**src/rtl/rcv_pkg.sv**
```systemverilog
package rcv_pkg;
    typedef enum logic [2:0] {
        ST_IDLE,
        ST_LOW,
        ST_HIGH,
        ST_STOP_A,
        ST_STOP_B,
        ST_STOP_C
    } rcv_state_e;
endpackage

```
**src/rtl/rcv_tick.sv**
```systemverilog
// Phase timer: one tick every max(period,1) cycles while running.
module rcv_tick #(
    parameter int PW = 8
) (
    input  logic          clk,
    input  logic          rst_n,
    input  logic          hold,
    input  logic [PW-1:0] period,
    output logic          tick
);
    typedef struct packed {
        logic [PW-1:0] cnt;
    } tick_t;

    tick_t         t_d, t_q;
    logic [PW-1:0] per_eff;

    always_comb begin
        per_eff = (period == '0) ? PW'(1) : period;
        tick    = !hold && (t_q.cnt == per_eff - PW'(1));
        t_d     = t_q;
        if (hold || tick) t_d.cnt = '0;
        else              t_d.cnt = t_q.cnt + PW'(1);
    end

    always_ff @(posedge clk or negedge rst_n) begin
        if (!rst_n) t_q <= '0;
        else        t_q <= t_d;
    end
endmodule

```
**src/rtl/rcv_seq.sv**
```systemverilog
// Recovery sequencer: pulses, SDA sampling, STOP and sticky outcome flags.
module rcv_seq
    import rcv_pkg::*;
#(
    parameter int MAX_PULSES = 9
) (
    input  logic clk,
    input  logic rst_n,
    input  logic tick,
    input  logic trigger,
    input  logic scl_in,
    input  logic sda_in,
    input  logic clr_ok,
    input  logic clr_fail,
    output logic timer_hold,
    output logic scl_pull,
    output logic sda_pull,
    output logic busy,
    output logic flag_ok,
    output logic flag_fail
);
    localparam int CW = $clog2(MAX_PULSES + 1);

    typedef struct packed {
        rcv_state_e    state;
        logic [CW-1:0] pulses;
        logic          ok;
        logic          fail;
    } seq_t;

    seq_t s_d, s_q;
    logic set_ok, set_fail;

    always_comb begin
        s_d      = s_q;
        set_ok   = 1'b0;
        set_fail = 1'b0;
        unique case (s_q.state)
            ST_IDLE: begin
                if (trigger) begin
                    if (sda_in) begin
                        set_ok = 1'b1;                 // bus already free
                    end else begin
                        s_d.state  = ST_LOW;
                        s_d.pulses = '0;
                    end
                end
            end
            ST_LOW: begin
                if (tick) begin
                    s_d.state  = ST_HIGH;
                    s_d.pulses = s_q.pulses + CW'(1);
                end
            end
            ST_HIGH: begin
                if (tick && scl_in) begin              // sample only with SCL high
                    if (sda_in) begin
                        s_d.state = ST_STOP_A;
                    end else if (s_q.pulses == CW'(MAX_PULSES)) begin
                        set_fail  = 1'b1;
                        s_d.state = ST_IDLE;
                    end else begin
                        s_d.state = ST_LOW;
                    end
                end
            end
            ST_STOP_A: if (tick) s_d.state = ST_STOP_B;
            ST_STOP_B: if (tick) s_d.state = ST_STOP_C;
            ST_STOP_C: begin
                if (tick) begin
                    set_ok    = 1'b1;
                    s_d.state = ST_IDLE;
                end
            end
            default: s_d.state = ST_IDLE;
        endcase
        s_d.ok   = (s_q.ok   && !clr_ok)   || set_ok;   // set wins
        s_d.fail = (s_q.fail && !clr_fail) || set_fail;
    end

    always_ff @(posedge clk or negedge rst_n) begin
        if (!rst_n) begin
            s_q.state  <= ST_IDLE;
            s_q.pulses <= '0;
            s_q.ok     <= 1'b0;
            s_q.fail   <= 1'b0;
        end else begin
            s_q <= s_d;
        end
    end

    assign timer_hold = (s_q.state == ST_IDLE);
    assign busy       = (s_q.state != ST_IDLE);
    assign scl_pull   = (s_q.state == ST_LOW) || (s_q.state == ST_STOP_A);
    assign sda_pull   = (s_q.state == ST_STOP_A) || (s_q.state == ST_STOP_B);
    assign flag_ok    = s_q.ok;
    assign flag_fail  = s_q.fail;
endmodule

```
**src/rtl/i2c_bus_unjam.sv**
```systemverilog
module i2c_bus_unjam #(
    parameter int PW         = 8,
    parameter int MAX_PULSES = 9
) (
    input  logic          clk,
    input  logic          rst_n,
    input  logic          scl_in,
    input  logic          sda_in,
    input  logic          trigger,
    input  logic [PW-1:0] half_period,
    input  logic          clr_ok,
    input  logic          clr_fail,
    output logic          scl_pull,
    output logic          sda_pull,
    output logic          busy,
    output logic          flag_ok,
    output logic          flag_fail
);
    logic tick;
    logic timer_hold;

    rcv_tick #(.PW(PW)) u_tick (
        .clk    (clk),
        .rst_n  (rst_n),
        .hold   (timer_hold),
        .period (half_period),
        .tick   (tick)
    );

    rcv_seq #(.MAX_PULSES(MAX_PULSES)) u_seq (
        .clk        (clk),
        .rst_n      (rst_n),
        .tick       (tick),
        .trigger    (trigger),
        .scl_in     (scl_in),
        .sda_in     (sda_in),
        .clr_ok     (clr_ok),
        .clr_fail   (clr_fail),
        .timer_hold (timer_hold),
        .scl_pull   (scl_pull),
        .sda_pull   (sda_pull),
        .busy       (busy),
        .flag_ok    (flag_ok),
        .flag_fail  (flag_fail)
    );
endmodule

```
**config.mk**
```make
export PLATFORM = sky130hd
export DESIGN_NAME = i2c_bus_unjam
export DESIGN_NICKNAME = d
export VERILOG_FILES = /design/src/rtl/rcv_pkg.sv /design/src/rtl/rcv_tick.sv /design/src/rtl/rcv_seq.sv /design/src/rtl/i2c_bus_unjam.sv
export SDC_FILE = /design/constraint.sdc
export NUM_CORES = 1
export LEC_CHECK = 0
export ABC_AREA = 1
export BUFFER_PORTS_ARGS = -buffer_cell sky130_fd_sc_hd__buf_4
export CORE_MARGIN = 2
export CORE_UTILIZATION = 56
export CTS_BUF_LIST = sky130_fd_sc_hd__clkbuf_4 sky130_fd_sc_hd__clkbuf_8 sky130_fd_sc_hd__clkbuf_16
export CTS_CLUSTER_DIAMETER = 40
export CTS_CLUSTER_SIZE = 30
export DETAILED_ROUTE_END_ITERATION = 16
export PLACE_DENSITY = 0.78
export SLEW_MARGIN = 10
export SYNTH_ARGS = -nofsm -noshare
export SYNTH_HDL_FRONTEND = slang
export SYNTH_SLANG_ARGS = --single-unit
```
**constraint.sdc**
```tcl
create_clock -name clk -period 1.85 [get_ports clk]
set_input_delay 0.2775 -clock clk [delete_from_list [all_inputs] [get_ports clk]]
set_output_delay 0.2775 -clock clk [all_outputs]
set_load 0.02 [all_outputs]
```
==> results.json, run 1 <==
{
  "status": "complete, but fails checks",
  "violations": "negative setup slack",
  "slew_viol_final": 0,
  "yosys.area_share.simple_pct": 43.05,
  "dpl_cell_area_sq_um": 1673,
  "setup_viol": 13,
  "synthDistinctLibCells": 32,
  "drt-total-wl_mm": 3.139,
  "netlist_instances": 193,
  "clock.fmax_ghz": 0.5157,
  "grt_pass1_vias": 1234,
  "die_height_microns": 53.76,
  "yosys.area_share.xor_xnor_pct": 8.484,
  "nNetsFinal": 253,
  "synth_top_family_by_area": "simple AND/OR/NAND/NOR gates",
  "grt_usage_pct": 23.18,
  "synth_top_area_share_pct": 30.69,
  "syn2layout_area_growth_pct": 32.94,
  "synthTopCellsByArea": "dfrtp_1 (31%), nand2_1 (12%), inv_1 (7.9%)",
  "yosys_warnings": 0,
  "drive_above_1_share_pct": 37.77,
  "place_ws_ns": -0.4577,
  "globalRouteOverflowTotal": 0,
  "power_leakage_nw": 0.9648,
  "routedWlPerCell_microns": 11.94,
  "grt_max_degree": 18,
  "syn_area_per_cell_sq_um": 7.183,
  "worstSetupStartpointType": "input port",
  "period_minus_slack_ns": 1.939,
  "synth_fa_ha_area_share_pct": 3.610,
  "hp-class": "input port to flop",
  "clk_path_buf_depth": 2,
  "grt_setup_unrepaired": "yes",
  "synth_mux_area_share_pct": 0,
  "layout_commonest_cell": "nand2_1",
  "synth_nets": 212,
  "vias": 1339,
  "critPathKind": "input port to flop",
  "die_area_sq_um": 2890,
  "yosysTopAreaCell": "dfrtp_1",
  "path_clk_slew_ns": 0.11,
  "gp_congestion": 0.8617,
  "hold_viol_final": 0,
  "async_flop_share_pct": 100.0,
  "power_density_nw_per_um2": 926.0,
  "fin_setup_tns_ns": -0.6090,
  "coreArea_sq_um": 2410,
  "period_share_pct": 104.8,
  "clock_skew_ns": 0.005022,
  "io_pins": 20,
  "slew_headroom_pct": 81.07,
  "irDropWorstVdd_mv": 0.9568,
  "hold_slack_ns": 0.1543,
  "grt_pass1_wl_mm": 4.795,
  "cts_tree": "built",
  "synth-main-ff-cell": "dfrtp_1",
  "cts_inserted_buffers": 3,
  "synth_compound_area_share_pct": 4.242,
  "cts.sinks": 17,
  "diodes": 0,
  "tightestPinTransition_ns": 0.2818,
  "layout_common_cells": "nand2_1 (34), buf_4 (31), inv_1 (28)",
  "root_buffer": "clkbuf_4",
  "max_cap_viol_count": 0,
  "post-dp-hpwl_mm": 2.475,
  "yosysSeqAreaShare_pct": 30.69,
  "route.detailed.drc": 0,
  "required_ns": 2.05,
  "die-width_microns": 53.76,
  "final_cell_area_sq_um": 1843,
  "synth_edf_count": 0,
  "port_buffers": 19,
  "drtIter0Drc": 17,
  "dr.pass1.iters": 4,
  "row_count": 18,
  "path_max_fanout": 8,
  "arrival_ns": 2.14,
  "end_kind": "flop",
  "fin_ws_ns": -0.08902,
  "clk-insertion-delay-late_ns": 0.30,
  "initial_core_util_pct": 57.53,
  "vias_per_cell": 5.091,
  "ys_ff_latch": 17,
  "antenna_left": 0,
  "syn_area_sq_um": 1386,
  "antenna_found_initial": 0,
  "h-tree-depth": 1
}
[cells by family (layout without fill, tap and decap cells)]
logic type	after synthesis	count (layout)
simple gates	117	117
fa+ha+maj	4	4
buf+inv	34	74
xor+xnor	11	11
flops	17	17
compound gates	10	10
[stage by stage]
stage	cells	util, %	power [W]
floorplan	193	-	0.001149
global placement	253	69.42	0.001374
detailed placement	253	69.42	0.001414
CTS	262	73.00	0.001655
global route	263	76.48	0.001860
finish	263	76.48	0.001707
[cell type report]
class / instances / area (sq um)
Inverter: 33 / 123.9
Clock inverter: 1 / 7.507
Tap cell: 30 / 37.54
Clock buffer: 3 / 22.52
Timing Repair Buffer: 37 / 299.0
Multi-Input combinational cell: 142 / 927.1
Sequential cell: 17 / 425.4
Fill cell: 171 / 566.8
[report_power, final]
group          leakage, nW  total, W  switching, W  internal (W)
clock network       0.0139  0.000208      0.000126     0.0000824
logic                0.722  0.000943      0.000567      0.000376
registers            0.229  0.000555      0.000107      0.000449
total                0.965   0.00171      0.000799      0.000907
[per-layer routing]
metal / share of wire [%] / GRT usage [%]
met3: 4.2 / 1.944
met1: 39 / 24.21
met2: 55 / 45.53
met5: 0 / 0
met4: 1.9 / 11.11
[cell usage after synthesis, drive strengths merged, types with 2 or more instances]
cell,count
nand3,19
dfrtp,17
o21ai,7
xor2,10
or2,4
ha,4
nand4,4
nor2,29
nor3b,2
nor3,4
and2,2
nand2,51
inv,33
[worst paths after layout]
| path | slack, ns | depth (start not counted) | to | start |
|---|---|---|---|---|
| min reg2reg | 0.57 | 1 | u_tick.t_q[0] | u_tick.t_q[0] |
| max in group asynchronous | 1.29 | 2 | u_seq.flag_fail | rst_n |
| min in group asynchronous | 0.37 | 2 | u_tick.t_q[7] | rst_n |
| max | -0.09 | 17 | u_seq.s_q[4] | half_period[1] |
| max reg2reg | 0.10 | 10 | u_seq.s_q[4] | u_tick.t_q[4] |
| min | 0.15 | 2 | u_seq.flag_fail | clr_fail |
[sequential cells by signal (all words and copies together), names as in the netlist]
name             flops
u_seq.s_q            7
u_tick.t_q           8
u_seq.flag_ok        1
u_seq.flag_fail      1
[worst max-delay path, stage by stage]
cell and delay, ns:
buf_6 0.10, nor2_4 0.13, nand2_2 0.08, o21ai_2 0.14, inv_2 0.07, ha_4 0.17, buf_4 0.15, nand2_2 0.10
o21ai_1 0.08, nor2_1 0.12, nand2_2 0.08, nor2_4 0.13, nand4_4 0.13, nand2_4 0.11, nand3_4 0.12, nand2_1 0.09
o21ai_1 0.06
[timing repair]
item | in CTS | in global routing
setup buffers | 4 | 1
pin swaps | 18 | 24
resized for setup | 6 | 20
hold buffers | 1 | 0
hold endpoints to repair | 17 | 0
endpoints found under the setup margin | 16 | 18
No activity file was read; power rests on OpenSTA's default activity.
==> run 2, diff against run 1 <==
--- a/config.mk
+++ b/config.mk
@@ -5,7 +5,6 @@
 export SDC_FILE = /design/constraint.sdc
 export NUM_CORES = 1
 export LEC_CHECK = 0
-export ABC_AREA = 1
 export BUFFER_PORTS_ARGS = -buffer_cell sky130_fd_sc_hd__buf_4
 export CORE_MARGIN = 2
 export CORE_UTILIZATION = 56
@@ -13,7 +12,7 @@
 export CTS_CLUSTER_DIAMETER = 40
 export CTS_CLUSTER_SIZE = 30
 export DETAILED_ROUTE_END_ITERATION = 16
-export PLACE_DENSITY = 0.78
+export PLACE_DENSITY = 0.79
 export SLEW_MARGIN = 10
 export SYNTH_ARGS = -nofsm -noshare
 export SYNTH_HDL_FRONTEND = slang
==> results.json, run 2 <==
{
  "crit_start": "half_period[6]",
  "violations": "negative setup slack",
  "fin_ws_ns": -0.3513,
  "h-tree-depth": 1,
  "synth_mux_area_share_pct": 2.647,
  "coreArea_sq_um": 2191,
  "root_buffer": "clkbuf_4",
  "slew_headroom_pct": 77.77,
  "dr.pass1.iters": 4,
  "arrival_ns": 2.41,
  "period_share_pct": 119.0,
  "synth_common_cells": "dfrtp_1 (17), inv_1 (14), nor2_1 (14)",
  "final_cell_area_sq_um": 1760,
  "clock.fmax_ghz": 0.4543,
  "io_pins": 20,
  "required_ns": 2.05,
  "end_kind": "flop",
  "hp-class": "input port to flop",
  "path_clk_slew_ns": 0.11,
  "antenna_left": 0,
  "async_flop_share_pct": 100.0,
  "crit_path_max_incr_delay_ns": 0.34,
  "synthTopCellsByArea": "dfrtp_1 (33%), xnor2_1 (4.8%), inv_1 (4.1%)",
  "cts_tree": "built",
  "die-width_microns": 51.74,
  "synth_fa_ha_area_share_pct": 3.922,
  "post-dp-hpwl_mm": 2.453,
  "layout.cells.non_filler": 220,
  "regMostFlops": "u_tick.t_q",
  "max_cap_viol_count": 0,
  "drt-total-wl_mm": 3.609,
  "gp_congestion": 0.9314,
  "path_cells": "buf_6, nor4_4, a31oi_1, ha_1, a22oi_2, o221ai_2, a2111oi_2, and4_4, buf_6, a21oi_2, a311oi_2",
  "antenna_found_initial": 0,
  "worstReg2RegStart": "u_tick.t_q[6]",
  "irDropWorstVdd_mv": 1.078,
  "fin_setup_tns_ns": -4.467,
  "grt_max_degree": 18,
  "vias_per_cell": 5.845,
  "initial_core_util_pct": 58.25,
  "diodes": 0,
  "power_density_nw_per_um2": 989.5,
  "period_minus_slack_ns": 2.201,
  "yosysSeqAreaShare_pct": 33.33,
  "dp.cells": 207,
  "worstSetupStartpointType": "input port",
  "vias": 1286,
  "row_count": 17,
  "routedWlPerCell_microns": 16.40,
  "clk-insertion-delay-late_ns": 0.30,
  "critPathKind": "input port to flop",
  "synth-main-ff-cell": "dfrtp_1",
  "hold_viol_final": 0,
  "path_max_fanout": 8,
  "dpl_cell_area_sq_um": 1594,
  "synth_nets": 161,
  "port_buffers": 19,
  "synth_edf_count": 0,
  "cts_inserted_buffers": 3,
  "clk_path_buf_depth": 2,
  "power_leakage_nw": 0.8238,
  "yosys_warnings": 0,
  "grt_pass1_vias": 1243,
  "drive_above_1_share_pct": 39.58,
  "nNetsFinal": 212,
  "cts.sinks": 17,
  "layout_common_cells": "buf_4 (44), dfrtp_1 (17), inv_1 (14)",
  "clock_skew_ns": 0.01832,
  "layout_commonest_cell": "buf_4",
  "crit_top_cell": "buf_6",
  "top_regs": "u_tick.t_q: 8 flops, u_seq.s_q: 7 flops",
  "syn2layout_area_growth_pct": 37.94,
  "yosys.area_share.simple_pct": 26.96,
  "die_area_sq_um": 2677,
  "grt_pass1_wl_mm": 5.464,
  "grt_setup_unrepaired": "yes",
  "tightestPinTransition_ns": 0.3334,
  "yosys.area_share.xor_xnor_pct": 7.549,
  "status": "complete, but fails checks",
  "synth_compound_area_share_pct": 18.04,
  "cpMaxStageDelayCell": "ha_1",
  "die_height_microns": 51.74,
  "drtIter0Drc": 34,
  "total_power_w": 0.001742,
  "synthMostInstantiatedCell": "dfrtp_1",
  "yosysTopAreaCell": "dfrtp_1",
  "hp-start": "clr_fail",
  "synthDistinctLibCells": 50,
  "synth_top_area_share_pct": 33.33,
  "place_ws_ns": -0.6345,
  "syn_area_sq_um": 1276,
  "slew_viol_final": 0,
  "synth_top_family_by_area": "simple AND/OR/NAND/NOR gates",
  "globalRouteOverflowTotal": 0,
  "syn_area_per_cell_sq_um": 8.987,
  "netlist_instances": 142,
  "ys_ff_latch": 17,
  "largest_register_ffs": 8,
  "grt_usage_pct": 28.12,
  "route.detailed.drc": 0,
  "setup_viol": 17
}
run 2: cell count changes after synthesis, moves of 5 or more:
cell,previous run,this run
nor2_1,24,14
xnor2_1,0,7
inv_1,29,14
nand3_1,16,8
xor2_1,9,4
nor2b_1,0,5
nand2_2,5,0
nand2_1,44,7
run 2: area by class of cell:
cell class	instances	area [sq um]
fill	146	430.4
clock buffer	4	30.03
tap	28	35.03
multi-input combinational	108	832.0
sequential	17	425.4
timing repair buffer	49	385.4
inverter	14	52.55
run 2: per-stage QoR:
step                      hold WS (ns)  utilization, %
after global placement          0.1563           72.76
after detailed placement        0.1538           72.76
final                           0.1305           80.35
after CTS                       0.1384           79.10
after floorplan               -0.01809               -
after global routing            0.1251           80.35
run 2: logic make-up (layout without fill, tap and decap cells):
group / after synthesis / in the layout
flops: 17 / 17
buf+inv: 18 / 67
simple gates: 60 / 61
mux: 3 / 3
compound gates: 29 / 29
xor+xnor: 11 / 11
fa+ha+maj: 4 / 4
run 2: where the power goes:
group          total, W  switching (W)  internal (W)
Clock          0.000218       0.000119     0.0000986
Sequential     0.000635       0.000158      0.000477
Combinational  0.000889       0.000447      0.000442
Total           0.00174       0.000724       0.00102
run 2: final timing paths:
check | end | slack (ns) | depth (start not counted)
worst min-delay path | u_seq.flag_fail | 0.13 | 2
worst max register to register | u_seq.s_q[7] | -0.32 | 7
min in group asynchronous | u_seq.s_q[7] | 0.36 | 2
max in group asynchronous | u_tick.t_q[7] | 1.27 | 2
worst min register to register | u_seq.flag_ok | 0.53 | 2
worst max-delay path | u_seq.s_q[7] | -0.35 | 11
run 2: repair_timing:
action	in CTS	in global routing
gates cloned	1	0
hold buffers	1	0
setup buffers	6	1
resized for setup	13	5
pin swaps	4	5
endpoints found under the setup margin	17	17
hold endpoints to repair	17	0
run 2: routing by layer:
| layer | track usage [%] | part of all wire [%] | up-vias |
|---|---|---|---|
| met5 | 0 | 0 | - |
| met3 | 4.885 | 5.5 | 13 |
| li1 | - | - | 615 |
| met1 | 35.36 | 41 | 620 |
| met2 | 46.79 | 50 | 38 |
| met4 | 13.16 | 2.9 | 0 |
run 2: worst max-delay path, delay by kind of cell:
kind	cells	cell delay, ns
AND/OR/NAND/NOR	2	0.62
buffers and inverters	2	0.25
AO/OA/AOI/OAI	6	0.93
adder cells (fa/ha/maj)	1	0.34
==> run 3, diff against run 2 <==
--- a/config.mk
+++ b/config.mk
@@ -6,13 +6,15 @@
 export NUM_CORES = 1
 export LEC_CHECK = 0
 export BUFFER_PORTS_ARGS = -buffer_cell sky130_fd_sc_hd__buf_4
+export CELL_PAD_IN_SITES_DETAIL_PLACEMENT = 1
+export CELL_PAD_IN_SITES_GLOBAL_PLACEMENT = 1
 export CORE_MARGIN = 2
-export CORE_UTILIZATION = 56
+export CORE_UTILIZATION = 42
 export CTS_BUF_LIST = sky130_fd_sc_hd__clkbuf_4 sky130_fd_sc_hd__clkbuf_8 sky130_fd_sc_hd__clkbuf_16
 export CTS_CLUSTER_DIAMETER = 40
 export CTS_CLUSTER_SIZE = 30
 export DETAILED_ROUTE_END_ITERATION = 16
-export PLACE_DENSITY = 0.79
+export PLACE_DENSITY_LB_ADDON = 0.1
 export SLEW_MARGIN = 10
 export SYNTH_ARGS = -nofsm -noshare
 export SYNTH_HDL_FRONTEND = slang
==> results.json, run 3 (same netlist as run 2, synthesis figures left out) <==
{
  "status": "complete, but fails checks",
  "violations": "negative setup slack",
  "hold_viol_final": 0,
  "coreArea_sq_um": 2978,
  "clk_path_buf_depth": 2,
  "critPathKind": "input port to flop",
  "root_buffer": "clkbuf_4",
  "grt_max_degree": 18,
  "diodes": 0,
  "cts.sinks": 17,
  "initial_core_util_pct": 42.86,
  "slew_viol_final": 0,
  "dp.cells": 213,
  "crit_path_max_incr_delay_ns": 0.34,
  "top_regs": "u_tick.t_q: 8 flops, u_seq.s_q: 7 flops",
  "hp-class": "input port to flop",
  "die-width_microns": 59.13,
  "final_core_util_pct": 59.08,
  "path_cells": "buf_8, nor4_4, a31oi_1, ha_1, a22oi_2, o221ai_2, a2111oi_2, and4_4, o21ai_4, mux2_4",
  "gp_congestion": 0.8367,
  "end_kind": "flop",
  "nFillCells": 357,
  "drive_above_1_share_pct": 40.43,
  "total_power_w": 0.001776,
  "cts_tree": "built",
  "die_area_sq_um": 3496,
  "row_count": 20,
  "clock.fmax_ghz": 0.4702,
  "vias": 1279,
  "clock_skew_ns": 0.01958,
  "layout_commonest_cell": "buf_4",
  "period_share_pct": 115.0,
  "path_clk_slew_ns": 0.11,
  "h-tree-depth": 1,
  "vias_per_cell": 5.787,
  "nNetsFinal": 208,
  "cts_inserted_buffers": 3,
  "r2r_slack_ns": -0.24,
  "port_buffers": 19,
  "antenna_found_initial": 0,
  "dr.pass1.iters": 4,
  "path_delay_family": "compound AO/OA/AOI/OAI gates",
  "arrival_ns": 2.33,
  "irDropWorstVdd_mv": 0.7612,
  "worstSetupStartpointType": "input port",
  "tightestPinTransition_ns": 0.3510,
  "layout_common_cells": "buf_4 (40), dfrtp_1 (17), inv_1 (14)",
  "worst-path-buf-inv": 1,
  "grt_usage_pct": 23.03,
  "max_cap_viol_count": 0,
  "post-dp-hpwl_mm": 2.821,
  "largest_register_ffs": 8,
  "required_ns": 2.06,
  "final_cell_area_sq_um": 1759,
  "syn2layout_area_growth_pct": 37.84,
  "cpMaxStageDelayCell": "and4_4",
  "layout.cells.non_filler": 221,
  "io_pins": 20,
  "fin_ws_ns": -0.2767,
  "path_max_fanout": 5,
  "slew_headroom_pct": 76.39,
  "period_minus_slack_ns": 2.127,
  "drtIter0Drc": 31,
  "power_leakage_nw": 0.8039,
  "setup_viol": 17,
  "die_height_microns": 59.13,
  "power_density_nw_per_um2": 1009,
  "regMostFlops": "u_tick.t_q",
  "globalRouteOverflowTotal": 0,
  "clk-insertion-delay-late_ns": 0.31,
  "place_ws_ns": -0.7071,
  "antenna_left": 0,
  "drt-total-wl_mm": 3.809,
  "grt_setup_unrepaired": "yes",
  "route.detailed.drc": 0,
  "grt_pass1_vias": 1327,
  "routedWlPerCell_microns": 17.24,
  "dpl_cell_area_sq_um": 1608,
  "grt_pass1_wl_mm": 6.099
}
[run 3: per-layer routing]
metal | global-route usage, % | part of all wire (%) | vias to the layer above
met5 | 0 | 0 | -
met4 | 6.818 | 2.7 | 0
met3 | 2.838 | 4.2 | 12
met2 | 38.73 | 48 | 36
met1 | 30.93 | 45 | 616
li1 | - | - | 615
[run 3: final cells by class]
cell class	count	area, sq um	share of cell area, %
Clock buffer	4	30.03	1.707
Inverter	14	52.55	2.987
Multi-Input combinational cell	108	850.8	48.36
Sequential cell	17	425.4	24.18
Tap cell	33	41.29	2.347
Timing Repair Buffer	45	359.1	20.41
[run 3: worst paths after layout]
check                                from               to  cells past startpoint
setup / recovery           half_period[6]     u_seq.s_q[2]                     10
hold / removal                   clr_fail  u_seq.flag_fail                      2
setup reg to reg            u_tick.t_q[6]     u_seq.s_q[2]                      6
hold reg to reg             u_seq.flag_ok    u_seq.flag_ok                      2
max in group asynchronous           rst_n    u_tick.t_q[4]                      2
min in group asynchronous           rst_n  u_seq.flag_fail                      2
[run 3: power by group]
part | internal [W] | switching (W) | total, W
combinational | 0.000457 | 0.000480 | 0.000937
clock | 0.0000988 | 0.000126 | 0.000225
sequential | 0.000478 | 0.000136 | 0.000614
[run 3: metrics by stage]
stage	TNS (ns)	hold slack [ns]
after detailed placement	-11.25	0.1615
final	-3.999	0.1155
after global routing	-5.673	0.1134
after global placement	-9.664	0.1605
after floorplan	-6.861	-0.01809
after CTS	-4.321	0.1348
[run 3: what timing repair did]
item | CTS | global route
setup buffers | 2 | 0
pin swaps | 3 | 6
endpoints found under the setup margin | 17 | 17
hold endpoints to repair | 17 | 0
hold buffers | 1 | 0
cloned | 1 | 0
gates resized for setup | 13 | 11
[run 3: worst register-to-register path, delay by kind of cell (launching register included)]
| family | cells | cell delay [ns] |
|---|---|---|
| compound gates | 2 | 0.44 |
| xor+xnor | 1 | 0.15 |
| flops | 1 | 0.40 |
| mux | 1 | 0.30 |
| simple gates | 2 | 0.72 |
